File: src/rtl/shuf_pkg.sv
package shuf_pkg;
  // byte pattern codes (op[4:1])
  localparam logic [3:0] BC_UPS  = 4'd2;
  localparam logic [3:0] BC_PACH = 4'd3;
  localparam logic [3:0] BC_PACL = 4'd4;
  localparam logic [3:0] BC_MIXH = 4'd5;
  localparam logic [3:0] BC_MIXL = 4'd6;
  // halfword pattern codes (op[4:2])
  localparam logic [2:0] HC_MIXH = 3'd0;
  localparam logic [2:0] HC_MIXL = 3'd1;
  localparam logic [2:0] HC_PACH = 3'd2;
  localparam logic [2:0] HC_BFLY = 3'd4;
  localparam logic [2:0] HC_REPA = 3'd6;
  localparam logic [2:0] HC_REPB = 3'd7;

  typedef enum logic [1:0] {FMT_BYTE, FMT_HALF, FMT_NONE} fmt_e;
endpackage

File: src/rtl/shuf_byte_path.sv
module shuf_byte_path
  import shuf_pkg::*;
#(
  parameter int LANE_W  = 8,
  parameter int N_LANES = 8
) (
  input  logic [N_LANES*LANE_W-1:0] vs_i,
  input  logic [N_LANES*LANE_W-1:0] vt_i,
  input  logic [3:0]                code_i,
  output logic [N_LANES*LANE_W-1:0] res_o,
  output logic                      legal_o
);
  localparam int HALF   = N_LANES / 2;
  localparam int DATA_W = N_LANES * LANE_W;
  localparam int HW     = DATA_W / 2;

  assign legal_o = (code_i == BC_UPS) || (code_i == BC_PACH) || (code_i == BC_PACL) ||
                   (code_i == BC_MIXH) || (code_i == BC_MIXL);

  for (genvar g = 0; g < N_LANES; g++) begin : g_lane
    localparam int  PAIR  = g / 2;
    localparam bit  ODD   = (g % 2) == 1;
    localparam bit  UPPER = g >= HALF;
    localparam int  PK_LO = 2 * (g % HALF);
    localparam int  PK_HI = PK_LO + 1;

    logic [LANE_W-1:0] lane;
    always_comb begin
      unique case (code_i)
        BC_MIXH: lane = ODD ? vs_i[(HALF+PAIR)*LANE_W +: LANE_W]
                            : vt_i[(HALF+PAIR)*LANE_W +: LANE_W];
        BC_MIXL: lane = ODD ? vs_i[PAIR*LANE_W +: LANE_W]
                            : vt_i[PAIR*LANE_W +: LANE_W];
        BC_PACH: lane = UPPER ? vs_i[PK_HI*LANE_W +: LANE_W]
                              : vt_i[PK_HI*LANE_W +: LANE_W];
        BC_PACL: lane = UPPER ? vs_i[PK_LO*LANE_W +: LANE_W]
                              : vt_i[PK_LO*LANE_W +: LANE_W];
        BC_UPS:  lane = ODD ? {LANE_W{vs_i[PAIR*LANE_W+LANE_W-1]}}
                            : vs_i[PAIR*LANE_W +: LANE_W];
        default: lane = '0;
      endcase
    end
    assign res_o[g*LANE_W +: LANE_W] = lane;

    if (ODD) begin : g_sign_chk
      always_comb begin
        if (code_i == BC_UPS)
          AST_UPS_SIGN_FILL: assert (res_o[g*LANE_W +: LANE_W] ==
                                     {LANE_W{res_o[g*LANE_W-1]}});
      end
    end
  end

  // packing a word with itself yields identical halves
  always_comb begin
    if ((code_i == BC_PACH || code_i == BC_PACL) && vs_i == vt_i)
      AST_PACK_SELF_HALVES: assert (res_o[DATA_W-1:HW] == res_o[HW-1:0]);
  end
endmodule

File: src/rtl/shuf_half_path.sv
module shuf_half_path
  import shuf_pkg::*;
#(
  parameter int LANE_W  = 16,
  parameter int N_LANES = 4
) (
  input  logic [N_LANES*LANE_W-1:0] vs_i,
  input  logic [N_LANES*LANE_W-1:0] vt_i,
  input  logic [2:0]                code_i,
  output logic [N_LANES*LANE_W-1:0] res_o,
  output logic                      legal_o
);
  localparam int HALF   = N_LANES / 2;
  localparam int DATA_W = N_LANES * LANE_W;
  localparam int HW     = DATA_W / 2;

  assign legal_o = (code_i != 3'd3) && (code_i != 3'd5);

  for (genvar g = 0; g < N_LANES; g++) begin : g_lane
    localparam int PAIR   = g / 2;
    localparam bit ODD    = (g % 2) == 1;
    localparam bit UPPER  = g >= HALF;
    localparam int MX_HI  = HALF + PAIR;
    localparam int PK_HI  = 2 * (g % HALF) + 1;
    localparam int BF_IDX = ODD ? g - 1 : g + 1;
    localparam int RA_IDX = UPPER ? g : HALF + g;
    localparam int RB_IDX = UPPER ? g - HALF : g;

    logic [LANE_W-1:0] lane;
    always_comb begin
      unique case (code_i)
        HC_MIXH: lane = ODD ? vs_i[MX_HI*LANE_W +: LANE_W] : vt_i[MX_HI*LANE_W +: LANE_W];
        HC_MIXL: lane = ODD ? vs_i[PAIR*LANE_W +: LANE_W]  : vt_i[PAIR*LANE_W +: LANE_W];
        HC_PACH: lane = UPPER ? vs_i[PK_HI*LANE_W +: LANE_W] : vt_i[PK_HI*LANE_W +: LANE_W];
        HC_BFLY: lane = ODD ? vs_i[BF_IDX*LANE_W +: LANE_W] : vt_i[BF_IDX*LANE_W +: LANE_W];
        HC_REPA: lane = UPPER ? vs_i[RA_IDX*LANE_W +: LANE_W] : vt_i[RA_IDX*LANE_W +: LANE_W];
        HC_REPB: lane = UPPER ? vs_i[RB_IDX*LANE_W +: LANE_W] : vt_i[RB_IDX*LANE_W +: LANE_W];
        default: lane = '0;
      endcase
    end
    assign res_o[g*LANE_W +: LANE_W] = lane;
  end

  // both replicate forms fill the upper result half from one half of vs
  always_comb begin
    if (code_i == HC_REPA)
      AST_REPA_UPPER_VS: assert (res_o[DATA_W-1:HW] == vs_i[DATA_W-1:HW]);
    if (code_i == HC_REPB)
      AST_REPB_UPPER_VS: assert (res_o[DATA_W-1:HW] == vs_i[HW-1:0]);
  end
endmodule

File: src/rtl/packed_shuffle.sv
module packed_shuffle
  import shuf_pkg::*;
#(
  parameter int BYTE_W = 8,
  parameter int N_BYTE = 8
) (
  input  logic [4:0]               op_i,
  input  logic [BYTE_W*N_BYTE-1:0] vs_i,
  input  logic [BYTE_W*N_BYTE-1:0] vt_i,
  output logic [BYTE_W*N_BYTE-1:0] res_o,
  output logic                     illegal_o
);
  localparam int DATA_W = BYTE_W * N_BYTE;
  localparam int HALF_W = 2 * BYTE_W;
  localparam int N_HALF = N_BYTE / 2;

  fmt_e              fmt;
  logic [DATA_W-1:0] byte_res, half_res;
  logic              byte_legal, half_legal;

  always_comb begin
    if (!op_i[0])              fmt = FMT_BYTE;
    else if (op_i[1:0] == 2'b01) fmt = FMT_HALF;
    else                       fmt = FMT_NONE;
  end

  shuf_byte_path #(.LANE_W(BYTE_W), .N_LANES(N_BYTE)) u_byte (
    .vs_i   (vs_i),
    .vt_i   (vt_i),
    .code_i (op_i[4:1]),
    .res_o  (byte_res),
    .legal_o(byte_legal)
  );

  shuf_half_path #(.LANE_W(HALF_W), .N_LANES(N_HALF)) u_half (
    .vs_i   (vs_i),
    .vt_i   (vt_i),
    .code_i (op_i[4:2]),
    .res_o  (half_res),
    .legal_o(half_legal)
  );

  always_comb begin
    res_o     = '0;
    illegal_o = 1'b1;
    unique case (fmt)
      FMT_BYTE: if (byte_legal) begin res_o = byte_res; illegal_o = 1'b0; end
      FMT_HALF: if (half_legal) begin res_o = half_res; illegal_o = 1'b0; end
      default: ;
    endcase
  end

  always_comb begin
    if (illegal_o)
      AST_ILLEGAL_ZERO: assert (res_o == '0);
    if (op_i[1:0] == 2'b11)
      AST_FMT11_ILLEGAL: assert (illegal_o);
  end
endmodule

File: config.mk
export PLATFORM = sky130hd
export DESIGN_NAME = packed_shuffle
export DESIGN_NICKNAME = d
export VERILOG_FILES = /design/src/rtl/shuf_pkg.sv /design/src/rtl/shuf_byte_path.sv /design/src/rtl/shuf_half_path.sv /design/src/rtl/packed_shuffle.sv
export SDC_FILE = /design/constraint.sdc
export NUM_CORES = 1
export LEC_CHECK = 0
export ABC_CLOCK_PERIOD_IN_PS = 2700
export BUFFER_PORTS_ARGS = -buffer_cell sky130_fd_sc_hd__buf_2
export CAP_MARGIN = 40
export CORE_ASPECT_RATIO = 2
export CORE_MARGIN = 2
export CORE_UTILIZATION = 50
export DETAILED_ROUTE_END_ITERATION = 6
export GPL_TIMING_DRIVEN = 0
export PLACE_DENSITY_LB_ADDON = 0.25
export SYNTH_ARGS = -nofsm -noshare
export SYNTH_HDL_FRONTEND = slang
export SYNTH_SLANG_ARGS = --single-unit
File: constraint.sdc
create_clock -name vclk -period 2.7
set_clock_uncertainty 0.2 [all_clocks]
set_input_delay 0.27 -clock vclk [all_inputs]
set_output_delay 0.27 -clock vclk [all_outputs]
set_load 0.05 [all_outputs]
After elaboration in Yosys (flattened, before gate mapping):

Cells that the tools add are included.

* register bits: 0
* input port bits: 133
* output and inout bits: 65
* word-level logic and storage cells: 50

* equal/unequal tests: 14
* muxes and demuxes: 20
* reduce and logical (&&, ||, !) cells: 16

Operators by type and width (count)
* 8-bit case mux with 5 select lines: 4
* 64-bit 2-to-1 mux: 2
* 64-bit case mux with 2 select lines: 1
* 8-bit case mux with 4 select lines: 4
* 16-bit case mux with 3 select lines: 2
* 16-bit case mux with 5 select lines: 1
* 16-bit case mux with 4 select lines: 1
* 2-bit OR reduction: 8
* 4-bit by 3-bit == test with 1-bit output, second input constant: 3
* 3-bit == test, second input constant: 3
* 4-bit by 2-bit == test with 1-bit output, second input constant: 2
* 2-bit by 1-bit == test with 1-bit output, second input constant: 2
* 1-bit logical OR: 4
* 2-bit 2-to-1 mux: 2
* 3-bit by 1-bit == test with 1-bit output, second input constant: 1
* 3-bit by 2-bit == test with 1-bit output, second input constant: 1
* 3-bit logical NOT: 1
* 3-bit by 2-bit != test with 1-bit output, second input constant: 1
* 3-bit != test, second input constant: 1
* 3-bit OR reduction: 1
* 2-bit logical NOT: 1
* 1-bit 2-to-1 mux: 2
* 1-bit case mux with 2 select lines: 1
* 1-bit logical AND: 1

Logic depth before layout (Yosys ltp):

Gate-level depths: netlist (run 1).

* word-level depth: 7
* mapped depth: 8
* gate-level depth less buffers: 4

Hierarchy:

Synthesis (run 1) repeated with hierarchy kept, for this count alone.

* cell total of the unflattened synthesis: 651
* area total of the unflattened synthesis: 4870.9 µm²

By module, submodules not included
* shuf_byte_path: instances 1, cells each 289, area an instance 2097.0 µm², seq. area each 0.0 µm²
* shuf_half_path: instances 1, cells each 273, area an instance 1904.3 µm², seq. area each 0.0 µm²
* packed_shuffle: instances 1, cells each 89, area an instance 869.6 µm², seq. area each 0.0 µm²

Worst setup path after synthesis (run 1):

OpenSTA, ideal clock, no wires.

* path kind: input -> output
* start point: in op_i[3]
* end point: out res_o[41]
* arrival: 2.387 ns
* data required time: 2.230 ns
* setup slack: -0.157 ns
* stages on the path: 7
* buffers on the path: 3
* cells stage by stage: buf_4 -> buf_2 -> buf_2 -> nor3b_2 -> o2bb2ai_1 -> a221oi_1 -> o21ai_0

* word-level cells in the longest chain between the ends: 7
* elaborated cells between the ends (all ways): 25
* classes of those cells: eq/ne: 12; mux: 5; reduce/logical: 8

Ends and longest elaborated chain
* start: declaration: RTL line packed_shuffle.sv:7 `input logic [4:0] op_i,`
* parallel branches: the longest is 6 deep, another holds 64-bit 2-to-1 mux
* 64-bit case mux with 2 select lines (*): RTL line packed_shuffle.sv:46 `unique case (fmt)`
* end: declaration: RTL line packed_shuffle.sv:10 `output logic [BYTE_W*N_BYTE-1:0] res_o,`

Every way passes the cells marked *.

Final worst setup path (run 1):

* start point: in op_i[4]
* end point: out res_o[39]

* word-level cells in the longest chain between the ends: 7
* elaborated cells between the ends (all ways): 24
* classes of those cells: eq/ne: 12; mux: 5; reduce/logical: 7

Ends and longest elaborated chain (RTL line)
* parallel branches: the longest is 6 deep, another holds 64-bit 2-to-1 mux
* 64-bit case mux with 2 select lines (*): packed_shuffle.sv:46

Marks and branches as above.

==> flow_metrics.env, run 1 <==
export IMPL_fin_crit_ns=2.724
export IMPL_status="finished with violations"
export IMPL_violations="design-rule violations, negative setup slack"
export IMPL_hold_depth=4
export IMPL_die_y_microns=133.5
export IMPL_holdPathEnd="res_o[60]"
export IMPL_place_hpwl_mm=20.16
export IMPL_dp_cells=898
export IMPL_clkbuf_count=0
export IMPL_gr_total_overflow=0
export IMPL_critical_path_max_stage_delay_ns=0.43
export IMPL_num_nets_final=941
export IMPL_tns_ns=-0.02771
export IMPL_crit_arrival_ns=2.25
export IMPL_die_area_sq_um=9175
export IMPL_drc_errors=33
export IMPL_std_cell_rows=47
export IMPL_fin_crit_sh_pct=100.9
export IMPL_ys_top_cells_by_area="mux2i_1, a221oi_1, a22o_1, o2bb2ai_1, o22ai_1"
export IMPL_grt_pass1_wl_mm=44.40
export IMPL_grt_pass1_vias=7498
export IMPL_grt_max_degree=11
export IMPL_wl_per_cell_microns=31.80
export IMPL_final_cells=905
export IMPL_hold_buffers=0
export IMPL_yosys_area_top_type="mux2i_1"
export IMPL_post_place_ws_ns=-0.2367
export IMPL_slew_violations=0
export IMPL_final_hold_viol_count=0
export IMPL_viasPerCell=8.488
export IMPL_p_per_area_nw_per_um2=223.6
export IMPL_ys_seq_area_share_pct=0
export IMPL_p_leak_nw=2.599
export IMPL_syn_nets=736
export IMPL_synth_cell_types=46
export IMPL_path_cells="buf_2 -> nor4b_4 -> clkbuf_2 -> nand2_1 -> a21oi_1 -> a21o_1 -> buf_2"
export IMPL_slew_headroom_pct=55.96
export IMPL_grt_util_all_layers_pct=64.74
export IMPL_fin_ws_ns=-0.02388
export IMPL_core_sq_um=8233
export IMPL_regArea_sq_um=0
export IMPL_area_growth_syn_to_layout_pct=37.28
export IMPL_worst_setup_path_end_kind="primary output"
export IMPL_hold_path_class="primary input to primary output"
export IMPL_crit_top_cell="buf_2"
export IMPL_final_cell_mix="buf_2, a221oi_1, mux2i_1, clkbuf_4"
export IMPL_drive_gt1_share_pct=38.83
export IMPL_critPathMaxFanout=10
export IMPL_syn_inst=603
export IMPL_maxCapViolations=0
export IMPL_route_vias_total=7682
export IMPL_syn_avg_cell_area_sq_um=6.951
export IMPL_seq_cell_count=0
export IMPL_place_gp_congestion=1.099
export IMPL_worst_pin_slew_ns=0.6606
export IMPL_setup_violations=3
export IMPL_cp_start_kind="primary input"
export IMPL_min_from="vs_i[60]"
export IMPL_drtIter0Drc=2151
export IMPL_mostFrequentLayoutCell="buf_2"
export IMPL_pin_count=198
export IMPL_crit_type="primary input to primary output"
export IMPL_io_buffers=197
export IMPL_rsz0062_at_grt="yes"
export IMPL_drt_total_wl_mm=28.78
export IMPL_yosys_warnings=0
export IMPL_worst_ir_drop_vdd_mv=0.1704
export IMPL_clock_fmax_mhz=367.1
export IMPL_ant_nets=0
export IMPL_antenna_found_initial=1
export IMPL_die_w_microns=68.74
export IMPL_slowest_stage="nor4b_4"
export IMPL_dr_pass1_iters=7
export IMPL_required_ns=2.23
export IMPL_yosysTopAreaCellShare_pct=13.37
export IMPL_start_util_pct=50.91
export IMPL_synthesis_area_sq_um=4192
cell families after synthesis:
| family | synth area share (%) |
|---|---|
| AO/OA/AOI/OAI | 58.96 |
| XOR/XNOR | 1.045 |
| buffers and inverters | 9.134 |
| multiplexers | 14.18 |
| AND/OR/NAND/NOR | 16.69 |
stage by stage:
stage / instance area, sq um / util, % / power [mW] / hold slack [ns]
6_report: 5754 / 69.89 / 1.287 / 0.8076
5_1_grt: 5752 / 69.86 / 1.322 / 0.8783
4_1_cts: 5463 / 66.35 / 1.152 / 0.8446
3_5_place_dp: 5406 / 65.67 / 1.139 / 0.8439
3_3_place_gp: 5406 / 65.67 / 1.119 / 0.8310
2_1_floorplan: 4298 / - / 0.7166 / 0.7302
layer usage:
metal  part of all wire (%)  routed length (microns)  vias up  track usage (%)
li1                       -                        -     2946                -
met1                     30                     8708     3338            68.18
met2                     42                    12050      990            82.48
met3                     16                     4528      408            48.65
met4                     12                     3488        0            52.29
met5                      0                        0        -            6.250
area by class of cell:
cell class | instances | area (sq um)
multi-input combinational | 517 | 3989
fill | 741 | 2479
timing repair buffer | 205 | 1129
buffer | 80 | 496.7
tap | 98 | 122.6
inverter | 4 | 15.01
antenna | 1 | 2.502
cell usage after synthesis (10+ instances only):
master	n
mux2i_1	56
a221oi_1	59
a21oi_1	35
a222oi_1	17
nor2_1	25
a22o_1	35
o22ai_1	38
nand3b_1	14
nand2b_1	13
nand2_1	36
buf_2	42
clkbuf_1	34
and2_1	10
a22oi_1	22
o21ai_0	25
a211oi_1	14
o2bb2ai_1	32
a21o_1	23
nand3_1	11
worst max path at each step:
stage	cells after the start	slack, ns	end	start
after global placement	7	-0.22	res_o[39]	op_i[3]
after global routing	9	-0.03	res_o[7]	op_i[2]
after detailed placement	7	-0.24	res_o[39]	op_i[3]
after CTS	7	-0.01	res_o[39]	op_i[4]
final	7	-0.02	res_o[39]	op_i[4]
after floorplan	8	-0.03	res_o[33]	op_i[3]
critical path, delay by kind of cell:
kind	cells	cell delay, ns
AO/OA/AOI/OAI	2	0.42
AND/OR/NAND/NOR	2	0.76
buffers and inverters	3	0.79
where the power goes:
| part | leakage [nW] | internal (mW) | switching [mW] |
|---|---|---|---|
| logic | 2.60 | 0.431 | 0.856 |
| clock network | 0.00000634 | 0.00000000761 | 0 |
| registers | 0 | 0 | 0 |
repair_timing:
item,CTS,global route
endpoints found under the setup margin,61,65
buffers inserted,0,5
pin swaps,0,2
gates resized for setup,26,119
Note: power is estimated with default switching activity, not from simulation.
==> inputs of run 2 (changes only) <==
Settings changed: PLACE_DENSITY from default to 0.9, PLACE_DENSITY_LB_ADDON 0.25 to default.
==> run 2 against run 1 <==
The flow still finishes with violations (design-rule violations, negative setup slack). Sequential share of layout area is the same. Critical path depth grew 1. First-iteration DRC count shrank 23%. Wire length shrank 0.80%. Utilization shrank 0.41 points. Maximum frequency is essentially flat. Die area is the same. Critical endpoint is now res_o[12]. Largest power group unchanged.
==> flow_metrics.env, run 2 (synthesized netlist as in run 1, its figures left out) <==
export IMPL_num_nets_final=939
export IMPL_drt_total_wl_mm=28.55
export IMPL_min_from="vs_i[57]"
export IMPL_rsz0062_at_grt="yes"
export IMPL_wl_per_cell_microns=31.65
export IMPL_start_util_pct=50.91
export IMPL_maxCapViolations=0
export IMPL_place_hpwl_mm=20.35
export IMPL_busiest_layer="met2"
export IMPL_grt_use_met1_pct=65.65
export IMPL_drtIter0Drc=1656
export IMPL_hold_path_class="primary input to primary output"
export IMPL_drive_gt1_share_pct=38.81
export IMPL_crit_type="primary input to primary output"
export IMPL_violations="design-rule violations, negative setup slack"
export IMPL_die_area_sq_um=9175
export IMPL_slew_violations=0
export IMPL_dr_pass1_iters=7
export IMPL_required_ns=2.23
export IMPL_regArea_sq_um=0
export IMPL_post_place_ws_ns=-0.2764
export IMPL_critical_path_max_stage_delay_ns=0.44
export IMPL_fillCellCount=764
export IMPL_critPathLaunch="op_i[3]"
export IMPL_cp_start_kind="primary input"
export IMPL_worst_pin_slew_ns=0.6818
export IMPL_report_power_total_mw=1.278
export IMPL_worst_setup_path_end_kind="primary output"
export IMPL_mostFrequentLayoutCell="buf_2"
export IMPL_critPathMaxFanout=10
export IMPL_fin_crit_ns=2.723
export IMPL_setup_violations=3
export IMPL_area_growth_syn_to_layout_pct=36.48
export IMPL_crit_end="res_o[12]"
export IMPL_ant_nets=0
export IMPL_grt_pass1_wl_mm=44.72
export IMPL_path_cells="buf_4 -> clkbuf_4 -> buf_4 -> nor3b_4 -> o21ai_0 -> a31oi_1 -> a21o_1 -> buf_2"
export IMPL_pin_count=198
export IMPL_final_hold_viol_count=0
export IMPL_p_per_area_nw_per_um2=223.4
export IMPL_gr_total_overflow=0
export IMPL_met2_usage_pct=83.44
export IMPL_grt_pass1_vias=7535
export IMPL_seq_cell_count=0
export IMPL_antenna_cells=0
export IMPL_crit_arrival_ns=2.25
export IMPL_crit_top_cell="buf_4"
export IMPL_io_buffers=197
export IMPL_place_gp_congestion=1.100
export IMPL_antenna_found_initial=0
export IMPL_slowest_stage="nor3b_4"
export IMPL_grt_max_degree=20
export IMPL_status="finished with violations"
export IMPL_route_vias_total=7481
export IMPL_die_y_microns=133.5
export IMPL_slew_headroom_pct=54.54
export IMPL_fin_crit_sh_pct=100.9
export IMPL_multi_input_area_sq_um=3988
export IMPL_p_leak_nw=2.578
export IMPL_worst_ir_drop_vdd_mv=0.1654
export IMPL_core_sq_um=8233
export IMPL_fin_ws_ns=-0.02308
export IMPL_drc_errors=17
export IMPL_clkbuf_count=0
export IMPL_std_cell_rows=47
export IMPL_grt_util_all_layers_pct=65.30
export IMPL_final_cell_mix="buf_2, a221oi_1, mux2i_1"
export IMPL_viasPerCell=8.294
export IMPL_clock_fmax_mhz=367.2
export IMPL_grtUsageMet3_pct=52.53
export IMPL_die_w_microns=68.74
-- run 2: through the flow --
step                      cells  instance area, sq um  hold slack, ns  setup TNS [ns]  utilization [%]
after detailed placement    898                  5406          0.8459          -8.283            65.67
after global routing        902                  5720          0.8693        -0.03974            69.48
final                       902                  5720          0.8170        -0.04691            69.48
after CTS                   897                  5466          0.8465        -0.04734            66.40
after floorplan             603                  4298          0.7302         -0.4849                -
after global placement      898                  5406          0.8297          -7.130            65.67
-- run 2: worst max-delay path, delay by kind of cell --
kind | cells | cell delay (ns)
AO/OA/AOI/OAI | 3 | 0.68
AND/OR/NAND/NOR | 1 | 0.44
buffers and inverters | 4 | 0.84
-- run 2: area by class of cell --
cell class,instances,share of cell area [%]
inverter,4,0.3062
timing repair buffer,204,19.42
tap,98,2.143
buffer,79,8.421
multi-input combinational,517,69.71
-- run 2: routing by layer --
| metal | routed length (microns) | vias to the layer above |
|---|---|---|
| met2 | 11970 | 923 |
| li1 | - | 2934 |
| met4 | 3568 | 0 |
| met1 | 8637 | 3230 |
| met5 | 0 | - |
| met3 | 4371 | 394 |
-- run 2: repair_timing --
item / in CTS / in global routing
resized for setup: 27 / 118
setup buffers: 0 / 6
pin swaps: 0 / 1
endpoints found under the setup margin: 60 / 63
hold buffers: 0 / 0
hold endpoints to repair: 0 / 0
gates cloned: 0 / 0
-- run 2: worst min path at each step --
stage	slack (ns)	depth (start not counted)	to
2_1_floorplan	0.73	3	res_o[56]
3_3_place_gp	0.83	4	res_o[61]
3_5_place_dp	0.85	4	res_o[61]
4_1_cts	0.85	4	res_o[61]
5_1_grt	0.87	4	res_o[57]
6_report	0.82	4	res_o[57]
-- run 2: report_power, final --
part,total [mW],internal (mW),switching (mW)
logic,1.28,0.427,0.851
clock network,0,0,0
registers,0,0,0
total,1.28,0.427,0.851
